## src/rtl/callret_pkg.sv

```systemverilog
package callret_pkg;

  typedef enum logic [2:0] {
    OP_STEP = 3'd0,
    OP_CALL = 3'd1,
    OP_RET  = 3'd2,
    OP_RETI = 3'd3,
    OP_EI   = 3'd4,
    OP_DI   = 3'd5
  } op_t;

  typedef enum logic [3:0] {
    S_IDLE, S_CALL_WR, S_RET_RD, S_RET_WB,
    S_IRQ_PC, S_IRQ_PSW, S_RETI_RD, S_RETI_PSW, S_RETI_PC
  } state_t;

  typedef enum logic [1:0] {SP_HOLD, SP_DEC, SP_INC} sp_op_t;
  typedef enum logic [2:0] {PC_HOLD, PC_INC, PC_TGT, PC_VEC, PC_MEM} pc_sel_t;
  typedef enum logic [2:0] {PSW_HOLD, PSW_IE_ON, PSW_IE_OFF, PSW_ISR, PSW_MEM} psw_sel_t;
  typedef enum logic [1:0] {W_RET, W_PC, W_PSW} wsrc_t;

  typedef struct packed {
    sp_op_t   sp_op;
    pc_sel_t  pc_sel;
    psw_sel_t psw_sel;
    wsrc_t    wsrc;
    logic     mem_en;
    logic     mem_we;
    logic     addr_up;
    logic     cap_tgt;
    logic     fin;
    logic     busy;
    logic     ready;
  } ctl_t;

endpackage

```

## src/rtl/callret_sp.sv

```systemverilog
module callret_sp #(
  parameter int SP_W = 8,
  parameter logic [SP_W-1:0] SP_RESET = '0
) (
  input  logic                  clk,
  input  logic                  rst_n,
  input  callret_pkg::sp_op_t   sp_op,
  output logic [SP_W-1:0]       sp_q,
  output logic [SP_W-1:0]       sp_up
);
  import callret_pkg::*;

  localparam logic [SP_W-1:0] ONE = SP_W'(1);

  assign sp_up = sp_q + ONE;

  always_ff @(posedge clk or negedge rst_n) begin
    if (!rst_n) sp_q <= SP_RESET;
    else begin
      case (sp_op)
        SP_DEC:  sp_q <= sp_q - ONE;
        SP_INC:  sp_q <= sp_up;
        default: sp_q <= sp_q;
      endcase
    end
  end
endmodule

```

## src/rtl/callret_fsm.sv

```systemverilog
module callret_fsm (
  input  logic              clk,
  input  logic              rst_n,
  input  logic              cmd_valid,
  input  logic [2:0]        cmd_op,
  input  logic              irq_req,
  input  logic              ie,
  output callret_pkg::ctl_t ctl
);
  import callret_pkg::*;

  state_t state, state_n;
  logic   take_irq;
  op_t    op;

  assign take_irq = irq_req && ie;
  assign op       = op_t'(cmd_op);

  always_comb begin
    state_n     = state;
    ctl         = '0;
    ctl.sp_op   = SP_HOLD;
    ctl.pc_sel  = PC_HOLD;
    ctl.psw_sel = PSW_HOLD;
    ctl.wsrc    = W_RET;
    ctl.busy    = (state != S_IDLE);
    unique case (state)
      S_IDLE: begin
        ctl.ready = !take_irq;
        if (take_irq) begin
          ctl.sp_op = SP_DEC;
          state_n   = S_IRQ_PC;
        end else if (cmd_valid) begin
          case (op)
            OP_CALL: begin
              ctl.sp_op   = SP_DEC;
              ctl.cap_tgt = 1'b1;
              state_n     = S_CALL_WR;
            end
            OP_RET:  state_n = S_RET_RD;
            OP_RETI: state_n = S_RETI_RD;
            OP_EI: begin
              ctl.pc_sel  = PC_INC;
              ctl.psw_sel = PSW_IE_ON;
            end
            OP_DI: begin
              ctl.pc_sel  = PC_INC;
              ctl.psw_sel = PSW_IE_OFF;
            end
            default: ctl.pc_sel = PC_INC;
          endcase
        end
      end
      S_CALL_WR: begin
        ctl.mem_en = 1'b1;
        ctl.mem_we = 1'b1;
        ctl.wsrc   = W_RET;
        ctl.pc_sel = PC_TGT;
        ctl.fin    = 1'b1;
        state_n    = S_IDLE;
      end
      S_RET_RD: begin
        ctl.mem_en = 1'b1;
        state_n    = S_RET_WB;
      end
      S_RET_WB: begin
        ctl.pc_sel = PC_MEM;
        ctl.sp_op  = SP_INC;
        ctl.fin    = 1'b1;
        state_n    = S_IDLE;
      end
      S_IRQ_PC: begin
        ctl.mem_en = 1'b1;
        ctl.mem_we = 1'b1;
        ctl.wsrc   = W_PC;
        ctl.sp_op  = SP_DEC;
        state_n    = S_IRQ_PSW;
      end
      S_IRQ_PSW: begin
        ctl.mem_en  = 1'b1;
        ctl.mem_we  = 1'b1;
        ctl.wsrc    = W_PSW;
        ctl.pc_sel  = PC_VEC;
        ctl.psw_sel = PSW_ISR;
        ctl.fin     = 1'b1;
        state_n     = S_IDLE;
      end
      S_RETI_RD: begin
        ctl.mem_en = 1'b1;
        state_n    = S_RETI_PSW;
      end
      S_RETI_PSW: begin
        ctl.psw_sel = PSW_MEM;
        ctl.sp_op   = SP_INC;
        ctl.mem_en  = 1'b1;
        ctl.addr_up = 1'b1;
        state_n     = S_RETI_PC;
      end
      S_RETI_PC: begin
        ctl.pc_sel = PC_MEM;
        ctl.sp_op  = SP_INC;
        ctl.fin    = 1'b1;
        state_n    = S_IDLE;
      end
      default: state_n = S_IDLE;
    endcase
  end

  always_ff @(posedge clk or negedge rst_n) begin
    if (!rst_n) state <= S_IDLE;
    else        state <= state_n;
  end
endmodule

```

## src/rtl/callret_seq.sv

```systemverilog
module callret_seq #(
  parameter int PC_W  = 16,
  parameter int SP_W  = 8,
  parameter int PSW_W = 8,
  parameter int DW    = 16,
  parameter logic [PC_W-1:0]  PC_RESET   = '0,
  parameter logic [SP_W-1:0]  SP_RESET   = 8'h80,
  parameter logic [PC_W-1:0]  IRQ_VECTOR = 16'h0040,
  parameter logic [PSW_W-1:0] IRQ_PSW    = 8'h80
) (
  input  logic             clk,
  input  logic             rst_n,
  input  logic             cmd_valid,
  output logic             cmd_ready,
  input  logic [2:0]       cmd_op,
  input  logic [PC_W-1:0]  cmd_target,
  input  logic             irq_req,
  output logic             mem_en,
  output logic             mem_we,
  output logic [SP_W-1:0]  mem_addr,
  output logic [DW-1:0]    mem_wdata,
  input  logic [DW-1:0]    mem_rdata,
  output logic [PC_W-1:0]  pc,
  output logic [SP_W-1:0]  sp,
  output logic [PSW_W-1:0] psw,
  output logic             busy,
  output logic             done
);
  import callret_pkg::*;

  localparam logic [PC_W-1:0]  PC_ONE   = PC_W'(1);
  localparam logic [PSW_W-1:0] IE_MASK  = PSW_W'(1);
  localparam logic [PSW_W-1:0] ISR_WORD = IRQ_PSW & ~IE_MASK;

  ctl_t             ctl;
  logic [SP_W-1:0]  sp_up;
  logic [PC_W-1:0]  tgt_q;
  logic [PC_W-1:0]  pc_ret;

  callret_fsm u_fsm (
    .clk       (clk),
    .rst_n     (rst_n),
    .cmd_valid (cmd_valid),
    .cmd_op    (cmd_op),
    .irq_req   (irq_req),
    .ie        (psw[0]),
    .ctl       (ctl)
  );

  callret_sp #(.SP_W(SP_W), .SP_RESET(SP_RESET)) u_sp (
    .clk   (clk),
    .rst_n (rst_n),
    .sp_op (ctl.sp_op),
    .sp_q  (sp),
    .sp_up (sp_up)
  );

  assign pc_ret    = pc + PC_ONE;
  assign cmd_ready = ctl.ready;
  assign busy      = ctl.busy;
  assign mem_en    = ctl.mem_en;
  assign mem_we    = ctl.mem_we;
  assign mem_addr  = ctl.addr_up ? sp_up : sp;

  always_comb begin
    case (ctl.wsrc)
      W_PC:    mem_wdata = DW'(pc);
      W_PSW:   mem_wdata = DW'(psw);
      default: mem_wdata = DW'(pc_ret);
    endcase
  end

  always_ff @(posedge clk or negedge rst_n) begin
    if (!rst_n) begin
      pc    <= PC_RESET;
      psw   <= '0;
      tgt_q <= '0;
      done  <= 1'b0;
    end else begin
      done <= ctl.fin;
      if (ctl.cap_tgt) tgt_q <= cmd_target;
      case (ctl.pc_sel)
        PC_INC:  pc <= pc_ret;
        PC_TGT:  pc <= tgt_q;
        PC_VEC:  pc <= IRQ_VECTOR;
        PC_MEM:  pc <= mem_rdata[PC_W-1:0];
        default: pc <= pc;
      endcase
      case (ctl.psw_sel)
        PSW_IE_ON:  psw <= psw | IE_MASK;
        PSW_IE_OFF: psw <= psw & ~IE_MASK;
        PSW_ISR:    psw <= ISR_WORD;
        PSW_MEM:    psw <= mem_rdata[PSW_W-1:0];
        default:    psw <= psw;
      endcase
    end
  end
endmodule

```

## config.mk

```make
export PLATFORM = sky130hd
export DESIGN_NAME = callret_seq
export DESIGN_NICKNAME = d
export VERILOG_FILES = /design/src/rtl/callret_pkg.sv /design/src/rtl/callret_sp.sv /design/src/rtl/callret_fsm.sv /design/src/rtl/callret_seq.sv
export SDC_FILE = /design/constraint.sdc
export NUM_CORES = 1
export LEC_CHECK = 0
export BUFFER_PORTS_ARGS = -buffer_cell sky130_fd_sc_hd__buf_4
export CAP_MARGIN = 20
export CORE_AREA = 2 2 90 92
export DETAILED_ROUTE_END_ITERATION = 10
export DIE_AREA = 0 0 92 94
export MAX_ROUTING_LAYER = met4
export PLACE_DENSITY = 0.82
export SYNTH_ARGS = -nofsm -noshare
export SYNTH_HDL_FRONTEND = slang
export SYNTH_SLANG_ARGS = --single-unit
```

## constraint.sdc

```tcl
create_clock -name clk -period 3 [get_ports clk]
set_clock_uncertainty 0.2 [all_clocks]
set_input_delay 0.6 -clock clk [delete_from_list [all_inputs] [get_ports clk]]
set_output_delay 0.6 -clock clk [all_outputs]
set_load 0.1 [all_outputs]
```

**Word-level counts from Yosys, hierarchy flattened**

Index checks and enable logic that the tools add are counted.

- Mux-type cells: 28
- Bitwise logic cells: 2
- Add/sub/neg operators: 3
- Reduce and logical (&&, ||, !) cells: 16
- Equal/unequal tests: 27

Operators by type and width:

| kind | number |
|---|---|
| $pmux 16 s4 | 1 |
| $pmux 16 s2 | 1 |
| $pmux 8 s4 | 1 |
| $pmux 4 s5 | 1 |
| $eq 3x2->1 const B | 6 |
| $add 16x1->16 const B | 1 |
| $eq 4x3->1 const B | 4 |
| $mux 8 | 2 |
| $pmux 8 s2 | 1 |
| $eq 3x3->1 const B | 4 |
| $pmux 3 s4 | 1 |
| $pmux 4 s3 | 1 |
| $reduce_bool 4->1 | 3 |
| $mux 1 | 11 |
| $eq 3x1->1 const B | 3 |
| $pmux 3 s3 | 1 |
| $reduce_or 3->1 | 3 |
| $add 8x1->8 const B | 1 |
| $eq 4x2->1 const B | 2 |
| $mux 4 | 2 |
| $pmux 2 s2 | 2 |
| $sub 8x1->8 const B | 1 |
| $mux 6 | 1 |
| $pmux 2 s3 | 1 |
| 17 further kinds | 21 |

- Register bits after elaboration: 53
- Input bits: 39
- Output and inout port bits: 61

**Logic depth before layout (Yosys ltp)**

Gate-level depths: netlist (run 1).

- Depth in word-level cells: 9
- Gate-level depth with buffers: 13

**Hierarchy**

From an unflattened synthesis (run 1), not the netlist that was laid out.

- Cells, all modules: 457
- Area, all modules: 4,005.1 um^2

Modules (own cells, without submodules):

| module | sequential area each (um^2) | area an instance (um^2) | cells each | instances |
|---|---|---|---|---|
| callret_seq | 1,026.0 | 2,927.8 | 329 | 1 |
| callret_sp | 201.4 | 633.1 | 69 | 1 |
| callret_fsm | 100.1 | 444.2 | 59 | 1 |

**Least setup slack after synthesis (run 1)**

No wires, ideal clock.

- Kind: register to output
- Start point: reg u_fsm.state[1]
- End point: out mem_wdata[10]
- Setup slack: -1,822 ps
- Data required time: 2,200 ps
- Data arrival time: 4,022 ps
- Buffers on the path: 3
- Stages on the path, launching flop included: 9
- Cell sequence: dfrtp_1 > clkbuf_1 > or2b_1 > or2_2 > inv_1 > ha_1 > clkbuf_1 > buf_1 > o21ai_0

- Longest elaborated chain between the ends: 4
- Elaborated cells between the ends (all ways): 6
- Those cells by class: eq/ne: 4; mux: 2

Ends and longest elaborated chain:

| what | line | RTL |
|---|---|---|
| start: declaration | callret_fsm.sv:12 | `state_t state, state_n;` |
| start signal: assignment | callret_fsm.sv:111 | `else state <= state_n;` |
| $eq 4x3->1 | callret_fsm.sv:27 | `unique case (state)` |
| $pmux 2 s2 * | callret_fsm.sv:27 |  |
| $eq 2x2->1 / $eq 2x1->1 (equally long branches) | callret_seq.sv:66 | `case (ctl.wsrc)` |
| $pmux 16 s2 * | callret_seq.sv:66 |  |
| end: declaration | callret_seq.sv:21 | `output logic [DW-1:0] mem_wdata,` |

Every way passes the cells marked *; elsewhere a longest branch is shown, timed or not.

**Worst setup path after layout (run 1)**

- Start point: reg u_fsm.state[1]
- End point: out mem_wdata[6]

Same word-level chain as after synthesis.

==> flow_metrics.py, run 1 <==
metrics = {
    "outcome": {
        "outcome": "finished, violations left",
        "violations": "negative setup slack",
    },
    "synthesis": {
        "synth_edf_count": 0,
        "yosysWarnings": 0,
        "netlist_area_um2": 3560,
        "yosysMostFrequentCell": "nand2_1",
        "yosys.area.top_type": "dfrtp_1",
        "postSynthCellCount": 408,
        "yosys.area_share.simple_pct": 21.9,
        "netlist_top_cells_area": "dfrtp_1 (37%), nand2_1 (6.2%), mux2_2 (4.7%)",
        "yosysTopAreaCellShare_pct": 36.5,
        "syn_area_per_cell_um2": 8.74,
        "async_flop_share_pct": 100,
        "synth_xor_area_share_pct": 6.88,
        "synth_seq_cells": 53,
        "synth_compound_area_share_pct": 19.3,
        "syn_nets": 453,
        "synth.distinct_cells": 64,
        "ys_seq_area_share_pct": 37.2,
        "synth_fa_ha_area_share_pct": 2.11,
        "synth_mux_area_share_pct": 6.56,
        "synth_ff_type": "dfrtp_1",
        "synth_common_cells": "nand2_1 (59), dfrtp_1 (52), o21ai_0 (28)",
        "synth_top_family_by_area": "simple AND/OR/NAND/NOR gates",
    },
    "critical_path": {
        "rr_startpoint": "u_fsm.state[0]",
        "crit_type": "flip-flop to output pin",
        "r2r_setup_slack_ns": 0.28,
        "ff2ff_path_depth": 10,
        "slowest_delay_ns": 0.42,
        "timing.rr.end": "u_sp.sp_q[6]",
        "cpMaxStageDelayCell": "dfrtp_2",
        "worstPathArrival_ns": 2.28,
        "cp.required_ns": 2.20,
        "startpoint_type": "flip-flop",
        "cp_cell_sequence": "or2b_1, or2_4, inv_4, ha_4, buf_8, a221oi_2, a21oi_4, buf_4",
        "cp_max_fo": 8,
        "startpoint": "u_fsm.state[1]",
        "cp-endpoint": "mem_wdata[6]",
        "cp-end-kind": "output pin",
    },
    "cts": {
        "cts.sink_count": 53,
        "cts.clk_slew.worst_paths_ns": 0.11,
        "cts-root-buf": "clkbuf_8",
        "clock_latency_ns": 0.31,
        "cts_made_buffers": 5,
        "cts_buffer_depth": 2,
        "cts_tree": "yes",
        "h-tree-depth": 2,
        "cts-hold-fix-buffers": 0,
    },
    "drt": {
        "drt_iter0_drc": 336,
        "viasPerCell": 5.80,
        "drtPass1Iterations": 6,
        "ant_nets": 0,
        "drc": 0,
        "finalWirelength_um": 10900,
        "vias": 3527,
        "routedWlPerCell_um": 17.8,
    },
    "final_layout": {
        "post-route-util_pct": 67.6,
        "multi_input_comb_area_um2": 2370,
        "stdcell_count": 608,
        "nFillCells": 596,
        "nNetsFinal": 550,
        "area_growth_pct": 44.3,
        "n_antenna_cell": 0,
        "ff_latch_area_um2": 1360,
        "drive_gt1_share_pct": 41.9,
    },
    "timing": {
        "worstMarginPinSlew_ns": 0.904,
        "setup_tns_ns": -0.450,
        "timing.fmax_mhz": 324,
        "finalHoldViolCount": 0,
        "rsz0062_at_grt": "true",
        "setup_ws_ns": -0.0833,
        "slew_violations": 0,
        "fin_crit_sh_pct": 103,
        "slew_headroom_pct": 39.4,
        "setup_violations": 10,
        "min_period_ns": 3.08,
    },
    "placed_design": {
        "finalWeightedCongestion": 0.920,
        "dp.cells": 594,
        "dpl_worst_slack_ns": 0.0999,
        "port_buffers": 99,
        "dpl.hpwl_um": 7910,
    },
    "job": {
        "drv_cap": 0,
    },
    "global_routing": {
        "globalRouteTotalUtil_pct": 25.1,
        "antenna_found_initial": 0,
        "grt_pass1_wl_um": 16900,
        "overflow": 0,
        "grt_pass1_vias": 3363,
        "grt_max_degree": 54,
    },
    "hold_path": {
        "hold_class": "input port to asynchronous set/reset pin",
    },
    "floorplan": {
        "initial_core_util_pct": 46.9,
        "die_h_um": 94,
        "dieArea_um2": 8650,
        "row_count": 32,
        "core_um2": 7610,
        "io_pins": 100,
        "dieWidth_um": 92,
    },
}
-- stage by stage --
step	hold slack [ns]	cell area [um^2]
after floorplan	0.104	3900
after global placement	0.279	4740
after detailed placement	0.277	4740
after CTS	0.152	4970
after global routing	0.171	5140
final	0.106	5140
-- placed cells by master (no fill, tap or decap), types with 4 or more instances in the layout --
cell type,n
a21oi_1,17
a21oi_4,7
a221oi_1,6
a22oi_1,7
and3_1,6
buf_12,11
buf_4,104
buf_6,7
clkbuf_8,5
dfrtp_1,35
dfrtp_2,13
dfrtp_4,4
ha_1,4
inv_1,12
mux2_2,15
mux2i_4,5
nand2_1,56
nand3_1,8
nand4_1,7
nor2_1,23
nor2b_1,4
nor3_1,10
o211ai_1,11
o21ai_0,23
o21ai_4,4
xnor2_1,9
xor2_1,12
-- flip-flops by register name, summed over array words and instances (netlist names) --
signal / cells
tgt_q: 16
u_fsm.state: 4
u_sp.sp_q: 8
psw: 8
done: 1
pc: 16
-- worst min path at each step --
| stage | slack (ns) | to | cells after the start |
|---|---|---|---|
| finish | 0.11 | done | 1 |
| floorplan | 0.10 | done | 0 |
| CTS | 0.15 | psw[5] | 1 |
| global route | 0.17 | psw[5] | 1 |
| detailed placement | 0.28 | pc[11] | 2 |
| global placement | 0.28 | pc[11] | 2 |
-- metal layers --
metal  up-vias  global-route usage (%)  part of all wire [%]
met3        24                    3.45                   6.8
met2       158                    41.6                    51
li1       1645                       -                     -
met1      1700                    32.2                    40
met4         0                    7.71                   2.0
met5         -                       -                     0
-- worst max-delay path: cells and delay by family, from the launching register on --
family | cells | cell delay [ns]
compound gates | 2 | 0.33
fa+ha+maj | 1 | 0.23
buf+inv | 3 | 0.46
flops | 1 | 0.42
simple gates | 2 | 0.52
-- layout make-up --
| cell class | count | share of cell area, % |
|---|---|---|
| sequential | 53 | 26.4 |
| tap | 102 | 2.48 |
| inverter | 14 | 1.07 |
| multi-input combinational | 307 | 46.1 |
| clock buffer | 6 | 1.41 |
| timing repair buffer | 124 | 21.8 |
| clock inverter | 2 | 0.754 |
-- cells by family (layout without fill, tap and decap cells) --
kind of cell,Yosys count,in the layout
and+or+nand+nor,151,151
AOI/OAI and AO/OA,101,101
DFF,53,53
buffers and inverters,48,146
xor gates and xnor gates,28,28
muxes,21,21
adders and majority gates,6,6
-- repair_timing --
action,CTS,global route
setup buffers,1,4
gates cloned,0,1
endpoints found under the setup margin,16,20
pin swaps,0,6
resized for setup,24,30
Power of run 1 is not shown: default switching activity piles up to over one toggle a cycle in this logic, so the estimate is an artifact.
==> run 2: changes to the inputs <==
--- a/config.mk
+++ b/config.mk
@@ -12,6 +12,7 @@
 export DIE_AREA = 0 0 92 94
 export MAX_ROUTING_LAYER = met4
 export PLACE_DENSITY = 0.82
+export REMOVE_ABC_BUFFERS = 1
 export SYNTH_ARGS = -nofsm -noshare
 export SYNTH_HDL_FRONTEND = slang
 export SYNTH_SLANG_ARGS = --single-unit
==> run 2 against run 1 <==
Effect of this change: the flow now finishes without violations; design area is 7.6% lower; non-clock buffer count stayed put; global-route usage is 1.4 points lower; register-to-register slack worse by 0.04 ns; die area stayed put; highest routed layer unchanged.
==> flow_metrics.py, run 2 (same netlist as run 1, synthesis figures left out) <==
metrics = {
    "critical_path": {
        "cp-end-kind": "output pin",
        "timing.rr.end": "u_sp.sp_q[7]",
        "cp.required_ns": 2.20,
        "ff2ff_path_depth": 12,
        "crit_type": "flip-flop to output pin",
        "rr_startpoint": "u_fsm.state[3]",
        "cp_max_fo": 22,
        "startpoint_type": "flip-flop",
        "worstPathArrival_ns": 2.19,
        "r2r_setup_slack_ns": 0.24,
    },
    "timing": {
        "slew_headroom_pct": 54.9,
        "worstMarginPinSlew_ns": 0.676,
        "fin_crit_sh_pct": 99.7,
        "rsz0062_at_grt": "true",
        "setup_violations": 0,
        "finalHoldViolCount": 0,
        "min_period_ns": 2.99,
        "timing.fmax_mhz": 334,
        "slew_violations": 0,
        "setup_tns_ns": 0,
    },
    "placed_design": {
        "port_buffers": 99,
        "postPlaceCellArea_um2": 4460,
        "dpl.hpwl_um": 7240,
        "finalWeightedCongestion": 0.887,
    },
    "global_routing": {
        "grt_pass1_wl_um": 16000,
        "globalRouteTotalUtil_pct": 23.6,
        "grt_pass1_vias": 3215,
        "grt_max_degree": 54,
        "overflow": 0,
        "antenna_found_initial": 0,
    },
    "floorplan": {
        "core_um2": 7610,
        "dieWidth_um": 92,
        "die_h_um": 94,
        "dieArea_um2": 8650,
        "io_pins": 100,
        "initial_core_util_pct": 46.9,
        "row_count": 32,
    },
    "final_layout": {
        "reg_top3": "pc (16), tgt_q (16)",
        "layout_commonest_cell": "buf_4",
        "final_cell_mix": "buf_4 (103), nand2_1 (58), dfrtp_1 (50)",
        "area_growth_pct": 33.4,
        "n_antenna_cell": 0,
        "design_area_um2": 4750,
        "nNetsFinal": 550,
        "drive_gt1_share_pct": 34.8,
    },
    "cts": {
        "cts_buffer_depth": 2,
        "cts.clk_slew.worst_paths_ns": 0.09,
        "clock_latency_ns": 0.31,
        "cts.sink_count": 53,
        "cts_tree": "yes",
        "cts_made_buffers": 5,
        "h-tree-depth": 2,
        "cts-root-buf": "clkbuf_8",
    },
    "drt": {
        "drc": 0,
        "drt_iter0_drc": 291,
        "viasPerCell": 5.70,
        "vias": 3464,
        "finalWirelength_um": 10200,
        "routedWlPerCell_um": 16.7,
        "ant_nets": 0,
        "drtPass1Iterations": 5,
    },
    "hold_path": {
        "hold_class": "input port to asynchronous set/reset pin",
    },
    "outcome": {
        "outcome": "finished, final reports clean",
    },
    "job": {
        "drv_cap": 0,
    },
}
==> run 2: final cells by class <==
cell class | count | area (um^2)
Inverter | 14 | 52.6
Clock inverter | 1 | 30.0
Fill cell | 646 | 2850
Multi-Input combinational cell | 307 | 2100
Clock buffer | 7 | 86.3
Sequential cell | 53 | 1330
Timing Repair Buffer | 124 | 1030
Tap cell | 102 | 128
==> run 2: metrics by stage <==
| step | worst slack (ns) | util, % | std cells | hold WS, ns |
|---|---|---|---|---|
| detailed placement | 0.0612 | 58.6 | 596 | 0.288 |
| finish | 0.0102 | 62.5 | 608 | 0.119 |
| global placement | 0.122 | 58.6 | 596 | 0.278 |
| CTS | 0.000641 | 61.3 | 607 | 0.150 |
| floorplan | -1.72 | - | 374 | 0.104 |
| global route | -0.0433 | 62.5 | 608 | 0.175 |
==> run 2: worst max-delay path by stage <==
stage,start,endpoint,slack (ns),depth (start not counted)
floorplan,u_fsm.state[1],mem_wdata[10],-1.72,5
global placement,u_fsm.state[1],mem_wdata[6],0.12,8
detailed placement,u_fsm.state[1],mem_wdata[6],0.06,8
CTS,pc[0],mem_wdata[11],0.0006,7
global route,u_fsm.state[1],mem_wdata[0],-0.04,9
finish,u_fsm.state[1],mem_wdata[0],0.01,9
==> run 2: per-layer routing <==
layer | routed length, um | track usage [%] | up-vias
li1 | - | - | 1643
met1 | 4230 | 30.3 | 1663
met2 | 5150 | 39.4 | 147
met3 | 657 | 3.69 | 11
met4 | 112 | 6.34 | 0
met5 | 0 | - | -
==> run 2: critical path, cell delays in order (launching register included) <==
cell      delay, ns
dfrtp_1        0.42
buf_12         0.18
nor2_4         0.12
nand2_2        0.09
inv_1          0.09
ha_2           0.20
buf_12         0.16
a221oi_1       0.08
a21oi_1        0.27
buf_6          0.28
==> run 2: repair_timing <==
action                                  4_1_cts  5_1_grt
resized for setup                            20       25
pin swaps                                     3        3
endpoints found under the setup margin       16       15
setup buffers                                 2        1
cloned                                        1        0
hold buffers                                  0        0
Power of run 2 is left out for the same reason.
